**config.mk**
```make
export PLATFORM = sky130hd
export DESIGN_NAME = dac_write_seq
export DESIGN_NICKNAME = d
export VERILOG_FILES = /design/src/rtl/dac_seq_pkg.sv /design/src/rtl/dac_seq_ctrl.sv /design/src/rtl/dac_seq_dpath.sv /design/src/rtl/dac_write_seq.sv
export SDC_FILE = /design/constraint.sdc
export NUM_CORES = 1
export LEC_CHECK = 0
export ABC_AREA = 1
export ABC_CLOCK_PERIOD_IN_PS = 1800
export BUFFER_PORTS_ARGS = -buffer_cell sky130_fd_sc_hd__buf_2
export CORE_AREA = 10 10 65 73
export CTS_CLUSTER_DIAMETER = 80
export DETAILED_ROUTE_END_ITERATION = 10
export DIE_AREA = 0 0 75 83
export GPL_ROUTABILITY_DRIVEN = 0
export MAX_ROUTING_LAYER = met4
export PLACE_DENSITY_LB_ADDON = 0.12
export SYNTH_ARGS = -nofsm -noshare
export SYNTH_HDL_FRONTEND = slang
export SYNTH_SLANG_ARGS = --single-unit
```
**constraint.sdc**
```tcl
create_clock -name clk -period 1.8 [get_ports clk]
set_clock_uncertainty 0.2 [all_clocks]
set_input_delay 0.36 -clock clk [delete_from_list [all_inputs] [get_ports clk]]
set_output_delay 0.36 -clock clk [all_outputs]
set_load 0.03 [all_outputs]
```
**src/rtl/dac_seq_pkg.sv**
```systemverilog
package dac_seq_pkg;

  typedef enum logic [1:0] {
    OP_LOAD   = 2'd0,
    OP_UPDATE = 2'd1,
    OP_BOTH   = 2'd2,
    OP_CLEAR  = 2'd3
  } cmdOp_e;

  // bit 1 and bit 0 of the select pair, as the converter decodes them
  typedef enum logic [1:0] {
    SEL_THROUGH = 2'b00,
    SEL_UPDATE  = 2'b01,
    SEL_LOAD    = 2'b10,
    SEL_IDLE    = 2'b11
  } selCode_e;

  typedef enum logic [2:0] {
    ST_IDLE,
    ST_SETUP,
    ST_STROBE,
    ST_HOLD,
    ST_DONE,
    ST_CLEAR
  } seqState_e;

  typedef struct packed {
    logic     capture;
    logic     driveSel;
    selCode_e selCode;
    logic     wrLow;
    logic     clrLow;
  } seqStrobe_t;

  function automatic int nsToCycles(input int ns, input int periodNs);
    int c;
    c = (ns + periodNs - 1) / periodNs;
    if (c < 1) c = 1;
    return c;
  endfunction

endpackage

```
**src/rtl/dac_seq_ctrl.sv**
```systemverilog
module dac_seq_ctrl
  import dac_seq_pkg::*;
#(
  parameter int SETUP_CYC = 7,
  parameter int WP_CYC    = 7,
  parameter int WP_SB_CYC = 10,
  parameter int HOLD_CYC  = 2,
  parameter int CLR_CYC   = 25
) (
  input  logic       clk,
  input  logic       rstN,
  input  logic       cmdValid,
  input  logic [1:0] cmdOp,
  input  logic       cmdTransparent,
  output logic       cmdReady,
  output seqStrobe_t strobe
);

  // the strobe low time counts towards setup, so the pre-strobe phase only covers the rest
  localparam int SETUP_DB = (SETUP_CYC > WP_CYC)    ? SETUP_CYC - WP_CYC    : 1;
  localparam int SETUP_SB = (SETUP_CYC > WP_SB_CYC) ? SETUP_CYC - WP_SB_CYC : 1;
  localparam int MAX_A    = (CLR_CYC > WP_SB_CYC) ? CLR_CYC : WP_SB_CYC;
  localparam int MAX_B    = (SETUP_CYC > HOLD_CYC) ? SETUP_CYC : HOLD_CYC;
  localparam int MAX_CYC  = (MAX_A > MAX_B) ? MAX_A : MAX_B;
  localparam int CNT_W    = $clog2(MAX_CYC + 1);

  localparam logic [CNT_W-1:0] SETUP_DB_M1 = CNT_W'(SETUP_DB - 1);
  localparam logic [CNT_W-1:0] SETUP_SB_M1 = CNT_W'(SETUP_SB - 1);
  localparam logic [CNT_W-1:0] WP_M1       = CNT_W'(WP_CYC - 1);
  localparam logic [CNT_W-1:0] WP_SB_M1    = CNT_W'(WP_SB_CYC - 1);
  localparam logic [CNT_W-1:0] HOLD_M1     = CNT_W'(HOLD_CYC - 1);
  localparam logic [CNT_W-1:0] CLR_M1      = CNT_W'(CLR_CYC - 1);

  seqState_e        state;
  logic [CNT_W-1:0] cnt;
  selCode_e         curSel;
  logic             pendUpdate;
  logic             longPulse;
  logic             accept;
  logic             cntDone;

  assign accept  = (state == ST_IDLE) && cmdValid;
  assign cntDone = (cnt == '0);

  always_ff @(posedge clk or negedge rstN) begin
    if (!rstN) begin
      state      <= ST_IDLE;
      cnt        <= '0;
      curSel     <= SEL_IDLE;
      pendUpdate <= 1'b0;
      longPulse  <= 1'b0;
    end else begin
      case (state)
        ST_IDLE: begin
          if (cmdValid) begin
            pendUpdate <= 1'b0;
            longPulse  <= 1'b0;
            case (cmdOp_e'(cmdOp))
              OP_LOAD: begin
                curSel <= SEL_LOAD;
                cnt    <= SETUP_DB_M1;
                state  <= ST_SETUP;
              end
              OP_UPDATE: begin
                curSel <= SEL_UPDATE;
                cnt    <= SETUP_DB_M1;
                state  <= ST_SETUP;
              end
              OP_BOTH: begin
                if (cmdTransparent) begin
                  curSel    <= SEL_THROUGH;
                  longPulse <= 1'b1;
                  cnt       <= SETUP_SB_M1;
                end else begin
                  curSel     <= SEL_LOAD;
                  pendUpdate <= 1'b1;
                  cnt        <= SETUP_DB_M1;
                end
                state <= ST_SETUP;
              end
              default: begin
                cnt   <= CLR_M1;
                state <= ST_CLEAR;
              end
            endcase
          end
        end
        ST_SETUP: begin
          if (cntDone) begin
            cnt   <= longPulse ? WP_SB_M1 : WP_M1;
            state <= ST_STROBE;
          end else begin
            cnt <= cnt - 1'b1;
          end
        end
        ST_STROBE: begin
          if (cntDone) begin
            cnt   <= HOLD_M1;
            state <= ST_HOLD;
          end else begin
            cnt <= cnt - 1'b1;
          end
        end
        ST_HOLD: begin
          if (cntDone) begin
            if (pendUpdate) begin
              curSel     <= SEL_UPDATE;
              pendUpdate <= 1'b0;
              cnt        <= SETUP_DB_M1;
              state      <= ST_SETUP;
            end else begin
              state <= ST_DONE;
            end
          end else begin
            cnt <= cnt - 1'b1;
          end
        end
        ST_CLEAR: begin
          if (cntDone) begin
            state <= ST_DONE;
          end else begin
            cnt <= cnt - 1'b1;
          end
        end
        default: state <= ST_IDLE;
      endcase
    end
  end

  always_comb begin
    cmdReady        = (state == ST_IDLE);
    strobe.capture  = accept && (cmdOp_e'(cmdOp) != OP_CLEAR);
    strobe.driveSel = (state == ST_SETUP) || (state == ST_STROBE) || (state == ST_HOLD);
    strobe.selCode  = curSel;
    strobe.wrLow    = (state == ST_STROBE);
    strobe.clrLow   = (state == ST_CLEAR);
  end

endmodule

```
**src/rtl/dac_seq_dpath.sv**
```systemverilog
module dac_seq_dpath
  import dac_seq_pkg::*;
#(
  parameter int DATA_W = 16
) (
  input  logic              clk,
  input  logic              rstN,
  input  seqStrobe_t        strobe,
  input  logic [DATA_W-1:0] cmdData,
  output logic [1:0]        dacSel,
  output logic [DATA_W-1:0] dacData,
  output logic              dacWrN,
  output logic              dacClrN
);

  always_ff @(posedge clk or negedge rstN) begin
    if (!rstN) begin
      dacData <= '0;
      dacSel  <= SEL_IDLE;
      dacWrN  <= 1'b1;
      dacClrN <= 1'b1;
    end else begin
      if (strobe.capture) dacData <= cmdData;
      dacSel  <= strobe.driveSel ? strobe.selCode : SEL_IDLE;
      dacWrN  <= ~strobe.wrLow;
      dacClrN <= ~strobe.clrLow;
    end
  end

endmodule

```
**src/rtl/dac_write_seq.sv**
```systemverilog
module dac_write_seq
  import dac_seq_pkg::*;
#(
  parameter int DATA_W        = 16,
  parameter int CLK_PERIOD_NS = 8,
  parameter int T_SETUP_NS    = 50,
  parameter int T_HOLD_NS     = 10,
  parameter int T_WP_NS       = 50,
  parameter int T_WP_SB_NS    = 80,
  parameter int T_CLR_NS      = 200
) (
  input  logic              clk,
  input  logic              rstN,
  input  logic              cmdValid,
  output logic              cmdReady,
  input  logic [1:0]        cmdOp,
  input  logic              cmdTransparent,
  input  logic [DATA_W-1:0] cmdData,
  output logic [1:0]        dacSel,
  output logic [DATA_W-1:0] dacData,
  output logic              dacWrN,
  output logic              dacClrN
);

  localparam int SETUP_CYC = nsToCycles(T_SETUP_NS, CLK_PERIOD_NS);
  localparam int HOLD_CYC  = nsToCycles(T_HOLD_NS, CLK_PERIOD_NS);
  localparam int WP_CYC    = nsToCycles(T_WP_NS, CLK_PERIOD_NS);
  localparam int WP_SB_CYC = nsToCycles(T_WP_SB_NS, CLK_PERIOD_NS);
  localparam int CLR_CYC   = nsToCycles(T_CLR_NS, CLK_PERIOD_NS);

  seqStrobe_t strobe;

  dac_seq_ctrl #(
    .SETUP_CYC(SETUP_CYC),
    .WP_CYC   (WP_CYC),
    .WP_SB_CYC(WP_SB_CYC),
    .HOLD_CYC (HOLD_CYC),
    .CLR_CYC  (CLR_CYC)
  ) ctrl_i (
    .clk           (clk),
    .rstN          (rstN),
    .cmdValid      (cmdValid),
    .cmdOp         (cmdOp),
    .cmdTransparent(cmdTransparent),
    .cmdReady      (cmdReady),
    .strobe        (strobe)
  );

  dac_seq_dpath #(
    .DATA_W(DATA_W)
  ) dpath_i (
    .clk    (clk),
    .rstN   (rstN),
    .strobe (strobe),
    .cmdData(cmdData),
    .dacSel (dacSel),
    .dacData(dacData),
    .dacWrN (dacWrN),
    .dacClrN(dacClrN)
  );

endmodule

```
# --- After elaboration in Yosys (flattened, before gate mapping) ---
# Index checks and enable logic that the tools add are counted.
totals:
  reg_bits: 32
  latch_bits: 0
  ramBits: 0
  mem_bits_ro: 0
  inputBits: 22
  n_memories: 0
classes:
  n_addsub: 1
  multipliers: 0
  div: 0
  order_cmp: 0
  eq_ne: 16
  n_shift: 0
  muxes: 31
  n_bitwise: 2
  reduce_logical: 15
op_table:
  columns: ["cell", "count"]
  rows:
  - ["$mux 5", 7]
  - ["$pmux 5 s5", 1]
  - ["$mux 3", 7]
  - ["$pmux 3 s5", 1]
  - ["$mux 2", 5]
  - ["$ne 2x2->1 const B", 5]
  - ["$reduce_and 5->1", 2]
  - ["$eq 3x2->1 const B", 2]
  - ["$mux 1", 6]
  - ["$ne 2x1->1 const B", 3]
  - ["$pmux 2 s3", 1]
  - ["$logic_not 5->1", 1]
  - ["$reduce_bool 5->1", 1]
  - ["$sub 5x1->5 const B", 1]
  - ["$mux 4", 1]
  - ["$ne 4x1->1 const B", 1]
  - ["$pmux 2 s2", 1]
  - ["$reduce_and 4->1", 1]
  - ["$eq 3x1->1 const B", 1]
  - ["$eq 3x3->1 const B", 1]
  - ["$logic_not 3->1", 1]
  - ["$ne 3x2->1 const B", 1]
  - ["$reduce_and 3->1", 1]
  - ["$reduce_or 3->1", 1]
  - ["other kinds (9)", 12]

# --- Depth between registers and ports, before layout ---
# Gate-level depths: netlist (run 1).
logic_depth:
  depth_word: 5
  ltp_mapped: 10
  ltp_nobuf: 10

# --- Hierarchy ---
# A second synthesis (run 1) with hierarchy kept.
unflattened:
  cells_unflattened: 215
  hier_area_um2: 1662.8
by_module_without_submodules:
  columns: ["module", "n_inst", "cells_each", "area_per_inst_um2", "seq_area_each_um2"]
  rows:
  - ["dac_seq_ctrl", 1, 137, 890.9, 302.8]
  - ["dac_seq_dpath", 1, 78, 772.0, 505.5]

# --- Worst setup path after synthesis (run 1) ---
# Ideal clock, no wire load.
synth_path:
  path_type: "register to register"
  start: "register ctrl_i.state[1]"
  end: "register ctrl_i.state[0]"
  setup_time_ns: 0.129
  arrival_ns: 1.345
  slack_ns: 0.126
  stages_incl_launch_ff: 9
  n_path_buf: 0
  synth_period_minus_slack_ns: 1.674
  path_cell_list: "dfrtp_1 -> inv_2 -> nand2_2 -> nor2_2 -> nand2_1 -> nand2_1 -> inv_1 -> o21ai_0 -> o21ai_0"
synth_between:
  elab_chain_cells: 3
  word_cells_on_any_way: 12
synth_rtl:
  columns: ["element", "line_no", "source"]
  rows:
  - ["from (decl)", "dac_seq_ctrl.sv:34", "seqState_e state;"]
  - ["from (signal assigned)", "dac_seq_ctrl.sv:47", "state <= ST_IDLE;"]
  - ["from (signal assigned)", "dac_seq_ctrl.sv:62", "state <= ST_SETUP;"]
  - ["from (signal assigned)", "dac_seq_ctrl.sv:67", "state <= ST_SETUP;"]
  - ["$logic_not 3->1 *", null, null]
  - ["net cmdReady", "dac_write_seq.sv:15", "output logic cmdReady,"]
  - ["$ne 2x2->1 (no source line)", null, null]
  - ["$reduce_and 5->1 (no source line)", null, null]
# Mark *: on every way through the listed nets, which the timed path passes. The rest lies on a longest branch.
# A chain may end at the register's enable or synchronous reset.

# --- Worst setup path after layout (run 1) ---
layout_path:
  start: "register ctrl_i.state[2]"
  end: "output port cmdReady"
layout_between:
  elab_chain_cells: 1
layout_rtl:
  columns: ["element", "line_no", "source"]
  rows:
  - ["$logic_not 3->1", "dac_seq_ctrl.sv:131", "cmdReady = (state == ST_IDLE);"]
  - ["to (decl)", "dac_write_seq.sv:15", null]
# No other way between the ends.

==> results.py, run 1 <==
metrics = {
    "detailed_routing": {
        "dr.first_iter.drc_count": 108,
        "firstDrtPassIters": 4,
        "top_layer_used": "met4",
        "met3RoutedLength_um": 219,
        "antenna_viol_nets_final": 0,
        "drc": 0,
        "met2_length_mm": 1.83,
        "vias": 1476,
        "wirelength_mm": 3.82,
        "avgRoutedWirePerCell_um": 12.4,
        "route.layer.met1.wl_mm": 1.72,
        "post_drt_via_cell_ratio": 4.81,
    },
    "synth": {
        "synth-seq-area-share_pct": 48.7,
        "mappedNetlistNets": 235,
        "synth_register_bits": 32,
        "yosys_warnings": 0,
        "synth.top_cell.area_share_pct": 39.2,
        "ys_types": 26,
        "biggest_area_consumer_among_synthesized_cells": "dfrtp_1",
        "synthesis.area_per_instance_um2": 7.87,
        "synth_area_leaders": "dfrtp_1, nand2_1, dfstp_2",
        "synth.cell_area_um2": 1660,
        "post_synth_inst_count": 211,
    },
    "sta": {
        "final.setup.worst_slack_ns": 0.0686,
        "timing.fmax_ghz": 0.578,
        "timing_max_transition_violations_final": 0,
        "period_minus_slack_ns": 1.73,
        "report.final.setup_viol": 0,
        "worst_pin_slew_ns": 0.389,
        "hold_violations": 0,
        "max-slew-margin-rel_pct": 74.1,
        "post-route-period-util_pct": 96.2,
    },
    "placement": {
        "preCtsSetupSlack_ns": 0.114,
        "dp.final_hpwl_mm": 2.81,
        "cell_count_after_placement": 290,
        "placed_area_um2": 1920,
        "io_buffers": 42,
    },
    "floorplanning": {
        "die_area_um2": 6230,
        "floorplan.die.width_um": 75,
        "core-area_um2": 3280,
        "num_rows": 22,
        "io_pins": 43,
        "die_y_um": 83,
        "initial_utilization_pct": 50.7,
    },
    "worst_setup_path": {
        "worstPathRequired_ns": 1.24,
        "path_cells": "buf_6, nor2_4, buf_6",
        "critical_path_peak_fanout": 3,
        "cpMaxStageDelayCell": "dfrtp_1",
        "timing.critical_path.from_type": "flip-flop",
        "timing.critical_path.max_delay_family": "flip-flops",
        "timing.critical_path.to_type": "primary output",
        "critPathMostFrequentCell": "buf_6",
        "setup.worst_path.class": "flip-flop to primary output",
        "critical_path_buf_inv_count": 2,
        "critical_path_arrival_ns": 1.17,
        "timing.reg2reg.setup_slack_ns": 0.14,
        "critPathMaxStageDelay_ns": 0.43,
    },
    "cells_and_area": {
        "finish.cell_count_without_fillers": 307,
        "post-route-cell-area_um2": 2090,
        "mostFrequentLayoutCell": "nand2_1",
        "final_net_count": 294,
        "diodes": 0,
        "final_cell_mix": "nand2_1, buf_2, dfrtp_1",
        "flow.area_growth_from_synthesis_pct": 25.8,
        "finish.utilization_pct": 63.8,
        "drive_gt1_share_pct": 32.8,
    },
    "global_routing": {
        "number_of_global_route_vias_before_repair": 1516,
        "grt_antenna_before_repair": 0,
        "maximum_number_of_pins_on_one_net_before_global_route_repair": 33,
        "grt.total_usage_pct": 13.5,
        "grt_overflow": 0,
        "grt_first_pass_wirelength_mm": 6.63,
    },
    "clock_tree": {
        "tritoncts": "yes",
        "cts_buffer_count": 5,
        "insertion_delay_ns": 0.34,
        "cts-htree-levels": 2,
        "cts.path.max_buffers": 2,
        "cts.sinks": 32,
        "clock-root-buffer": "clkbuf_4",
        "cts.reportedPaths.clkPinSlew_ns": 0.11,
    },
    "outcome": {
        "outcome": "completed",
    },
    "worst_hold_path": {
        "min_path_type": "input port to flip-flop",
    },
    "power": {
        "max-vdd-ir-drop_v": 0.000917,
        "p_total_uw": 3990,
        "power-per-cell-area_nw_per_um2": 1910,
        "static_leakage_power_uw": 0.00116,
    },
    "flow_run": {
        "max_cap_violations": 0,
    },
}
power by group:
part | leakage (uW) | total (uW) | switching [uW] | internal [uW]
sequential | 0.000391 | 1240 | 161 | 1080
clock | 0.0000315 | 455 | 264 | 191
combinational | 0.000735 | 2290 | 1520 | 774
total | 0.00116 | 3990 | 1940 | 2050
flip-flops by register name (all words and copies together) (netlist names):
signal             cells
dpath_i.dacClrN        1
ctrl_i.pendUpdate      1
ctrl_i.cnt             5
dpath_i.dacData       16
dpath_i.dacWrN         1
ctrl_i.curSel          2
ctrl_i.longPulse       1
ctrl_i.state           3
dpath_i.dacSel         2
cell families (layout without fill, tap and decap cells):
group | count (synthesis) | in the layout | synth area share (%)
flip-flops | 32 | 32 | 48.7
AO/OA/AOI/OAI | 25 | 25 | 7.54
buffers and inverters | 26 | 86 | 7.16
XOR/XNOR | 1 | 1 | 0.528
adder cells (fa/ha/maj) | 2 | 2 | 1.51
AND/OR/NAND/NOR | 125 | 125 | 34.6
final timing paths:
check	startpoint	to	depth (start not counted)
setup / recovery	ctrl_i.state[2]	cmdReady	3
hold / removal	cmdData[10]	dpath_i.dacData[10]	3
setup reg to reg	ctrl_i.cnt[1]	ctrl_i.cnt[3]	9
hold reg to reg	ctrl_i.curSel[0]	ctrl_i.curSel[0]	2
max in group asynchronous	rstN	dpath_i.dacClrN	3
min in group asynchronous	rstN	ctrl_i.state[2]	3
worst min-delay path, stage by stage:
cell and delay, ns:
buf_2 0.07, nand2_1 0.04, nand2_1 0.05
stage by stage:
step | setup TNS [ns] | hold WS, ns
finish | 0 | 0.0141
detailed placement | 0 | 0.202
global placement | 0 | 0.200
global route | -0.0133 | 0.00749
CTS | 0 | 0.00118
floorplan | 0 | -0.136
per-layer routing:
metal  vias to the layer above  global-route usage (%)
li1                        779                       -
met1                       652                    15.5
met2                        39                    21.1
met3                         6                    4.88
met4                         0                    4.45
met5                         -                       -
Yosys cell counts:
master    number
nand2_1       89
dfrtp_1       26
inv_1         15
o21ai_0       14
nand3_1       10
o21ai_1        9
dfstp_2        6
nand2_2        6
nor2_1         6
inv_2          5
nor2_4         3
a21oi_1        2
buf_6          2
ha_1           2
nand3_2        2
nand3b_1       2
nor2_2         2
nor3_1         2
buf_4          1
clkbuf_1       1
clkinv_1       1
inv_4          1
nand2_4        1
nand4_1        1
nand4_4        1
xor2_1         1
area by class of cell:
cell class,count,area [um^2]
Clock buffer,7,55.1
Fill cell,302,1190
Inverter,22,85.1
Timing Repair Buffer,56,343
Clock inverter,1,7.51
Sequential cell,32,808
Multi-Input combinational cell,153,746
Tap cell,36,45.0
what timing repair did:
| item | CTS | global route |
|---|---|---|
| cloned | 0 | 0 |
| pin swaps | 1 | 2 |
| endpoints found under the hold margin | 27 | 0 |
| setup buffers | 3 | 4 |
| endpoints found under the setup margin | 1 | 15 |
| gates resized for setup | 3 | 3 |
| hold buffers | 2 | 0 |
Note: power is estimated with default switching activity, not from simulation.
==> run 2: changes to the inputs <==
CELL_PAD_IN_SITES_DETAIL_PLACEMENT = 1   (was not set)
CELL_PAD_IN_SITES_GLOBAL_PLACEMENT = 1   (was not set)
CORE_AREA = 10 10 75 84   (was 10 10 65 73)
DIE_AREA = 0 0 85 94   (was 0 0 75 83)
==> run 2 against run 1 <==
Effect of this change:
- die area increased by 28%
- core utilization decreased by 17 points
- total power increased by 4.0%
- sequential cell count unchanged
- non-clock buffer count decreased by 3
- final cell count increased by 5.2%
- via count increased by 3.0%
- clock power increased by 32%
- worst hold slack improved by 0.065 ns
- critical path depth increased by 1
- design area increased by 2.2%
- worst setup slack improved by 0.019 ns
- largest cell class unchanged
==> results.py, run 2 (same netlist as run 1, synthesis figures left out) <==
metrics = {
    "outcome": {
        "outcome": "completed",
    },
    "cells_and_area": {
        "final_net_count": 291,
        "flow.area_growth_from_synthesis_pct": 28.6,
        "mostFrequentLayoutCell": "nand2_1",
        "number_of_flip_flops_in_the_largest_register": 16,
        "final_cell_mix": "nand2_1, buf_2, dfrtp_1",
        "diodes": 0,
        "drive_gt1_share_pct": 33.0,
        "largest-register": "dpath_i.dacData",
        "largest_registers": "dpath_i.dacData: 16 flops, ctrl_i.cnt: 5 flops, ctrl_i.state: 3 flops",
        "post-route-cell-area_um2": 2140,
    },
    "clock_tree": {
        "clock-root-buffer": "clkbuf_8",
        "cts-htree-levels": 2,
        "cts.reportedPaths.clkPinSlew_ns": 0.07,
        "cts.path.max_buffers": 2,
        "cts.sinks": 32,
        "insertion_delay_ns": 0.28,
        "cts_buffer_count": 5,
        "tritoncts": "yes",
    },
    "global_routing": {
        "maximum_number_of_pins_on_one_net_before_global_route_repair": 19,
        "number_of_global_route_vias_before_repair": 1670,
        "grt_first_pass_wirelength_mm": 7.58,
        "grt.total_usage_pct": 12.0,
        "grt_antenna_before_repair": 0,
        "grt_overflow": 0,
    },
    "sta": {
        "setup_tns_ns": 0,
        "post-route-period-util_pct": 95.2,
        "worst_pin_slew_ns": 0.472,
        "hold_violations": 0,
        "rsz_0062_raised_after_global_routing": "no",
        "period_minus_slack_ns": 1.71,
        "max-slew-margin-rel_pct": 68.5,
        "timing.fmax_ghz": 0.584,
        "timing_max_transition_violations_final": 0,
        "report.final.setup_viol": 0,
    },
    "floorplanning": {
        "die_area_um2": 7990,
        "die_y_um": 94,
        "floorplan.die.width_um": 85,
        "core-area_um2": 4590,
        "num_rows": 26,
        "initial_utilization_pct": 36.2,
        "io_pins": 43,
    },
    "detailed_routing": {
        "vias": 1520,
        "antenna_viol_nets_final": 0,
        "drc": 0,
        "post_drt_via_cell_ratio": 4.71,
        "wirelength_mm": 4.47,
        "dr.first_iter.drc_count": 69,
        "avgRoutedWirePerCell_um": 13.9,
        "firstDrtPassIters": 2,
    },
    "worst_setup_path": {
        "timing.reg2reg.setup_slack_ns": 0.15,
        "timing.critical_path.max_delay_family": "flip-flops",
        "path_cells": "inv_2, nand2_2, nor2_4, buf_6",
        "regToRegStartpoint": "ctrl_i.cnt[1]",
        "cpMaxStageDelayCell": "dfrtp_1",
        "critical_path_buf_inv_count": 2,
        "timing.critical_path.to_type": "primary output",
        "critical_path_peak_fanout": 4,
        "critPathMaxStageDelay_ns": 0.42,
        "worstPathRequired_ns": 1.24,
        "timing.reg2reg.worst_path_depth": 9,
        "worst_r2r_endpoint": "ctrl_i.cnt[1]",
        "timing.critical_path.from_type": "flip-flop",
        "setup.worst_path.class": "flip-flop to primary output",
        "critical_path_arrival_ns": 1.15,
    },
    "placement": {
        "io_buffers": 42,
        "dp.final_hpwl_mm": 3.52,
        "placed_area_um2": 1980,
    },
    "power": {
        "max-vdd-ir-drop_v": 0.000746,
        "power-per-cell-area_nw_per_um2": 1940,
        "p_total_uw": 4150,
        "static_leakage_power_uw": 0.00116,
    },
    "flow_run": {
        "max_cap_violations": 0,
    },
    "worst_hold_path": {
        "min_path_cells": 3,
        "hold_start": "cmdData[10]",
        "min_path_type": "input port to flip-flop",
        "min_delay_worst_endpoint": "dpath_i.dacData[10]",
    },
}
==> run 2: metrics by stage <==
stage | hold WS, ns | std cells | utilization (%) | setup WS [ns]
CTS | 0.0715 | 320 | 45.9 | 0.00924
floorplan | -0.136 | 211 | - | 0.126
finish | 0.0791 | 323 | 46.6 | 0.0873
global route | 0.0858 | 323 | 46.6 | 0.00509
detailed placement | 0.142 | 311 | 43.1 | 0.0853
global placement | 0.132 | 311 | 43.1 | 0.172
==> run 2: area by class of cell <==
type                            instances  area [um^2]
Inverter                               22         87.6
Multi-Input combinational cell        153          746
Timing Repair Buffer                   53          327
Clock buffer                            7         96.3
Tap cell                               56         70.1
Sequential cell                        32          810
Fill cell                             579         2450
==> run 2: how the worst max path moves through the flow <==
stage | cells past startpoint | to | start | slack, ns
final | 4 | cmdReady | ctrl_i.state[0] | 0.09
after global routing | 9 | ctrl_i.cnt[2] | ctrl_i.cnt[1] | 0.005
after CTS | 4 | cmdReady | ctrl_i.state[1] | 0.009
after detailed placement | 9 | ctrl_i.cnt[0] | ctrl_i.cnt[1] | 0.09
after global placement | 9 | ctrl_i.cnt[0] | ctrl_i.cnt[1] | 0.17
after floorplan | 8 | ctrl_i.state[0] | ctrl_i.state[1] | 0.13
==> run 2: timing repair <==
item | 4_1_cts | 5_1_grt
buffers inserted | 1 | 3
gates cloned | 0 | 0
pin swaps | 0 | 1
gates resized for setup | 4 | 3
endpoints found under the setup margin | 1 | 6
hold endpoints to repair | 11 | 0
hold buffers | 1 | 0
==> run 2: worst min-delay path, stage by stage <==
cell and delay (ns):
buf_2 0.07, nand2_1 0.04, nand2_1 0.05
==> run 2: power by group <==
group | internal [uW] | total [uW] | switching, uW
clock | 341 | 602 | 261
sequential | 1090 | 1260 | 177
combinational | 755 | 2280 | 1530
total | 2180 | 4150 | 1970
==> run 2: metal layers <==
metal	share of wire (%)	track usage, %
met1	46	13.5
met2	48	19.6
met3	4.9	3.39
met4	0.80	4.81
met5	0	-
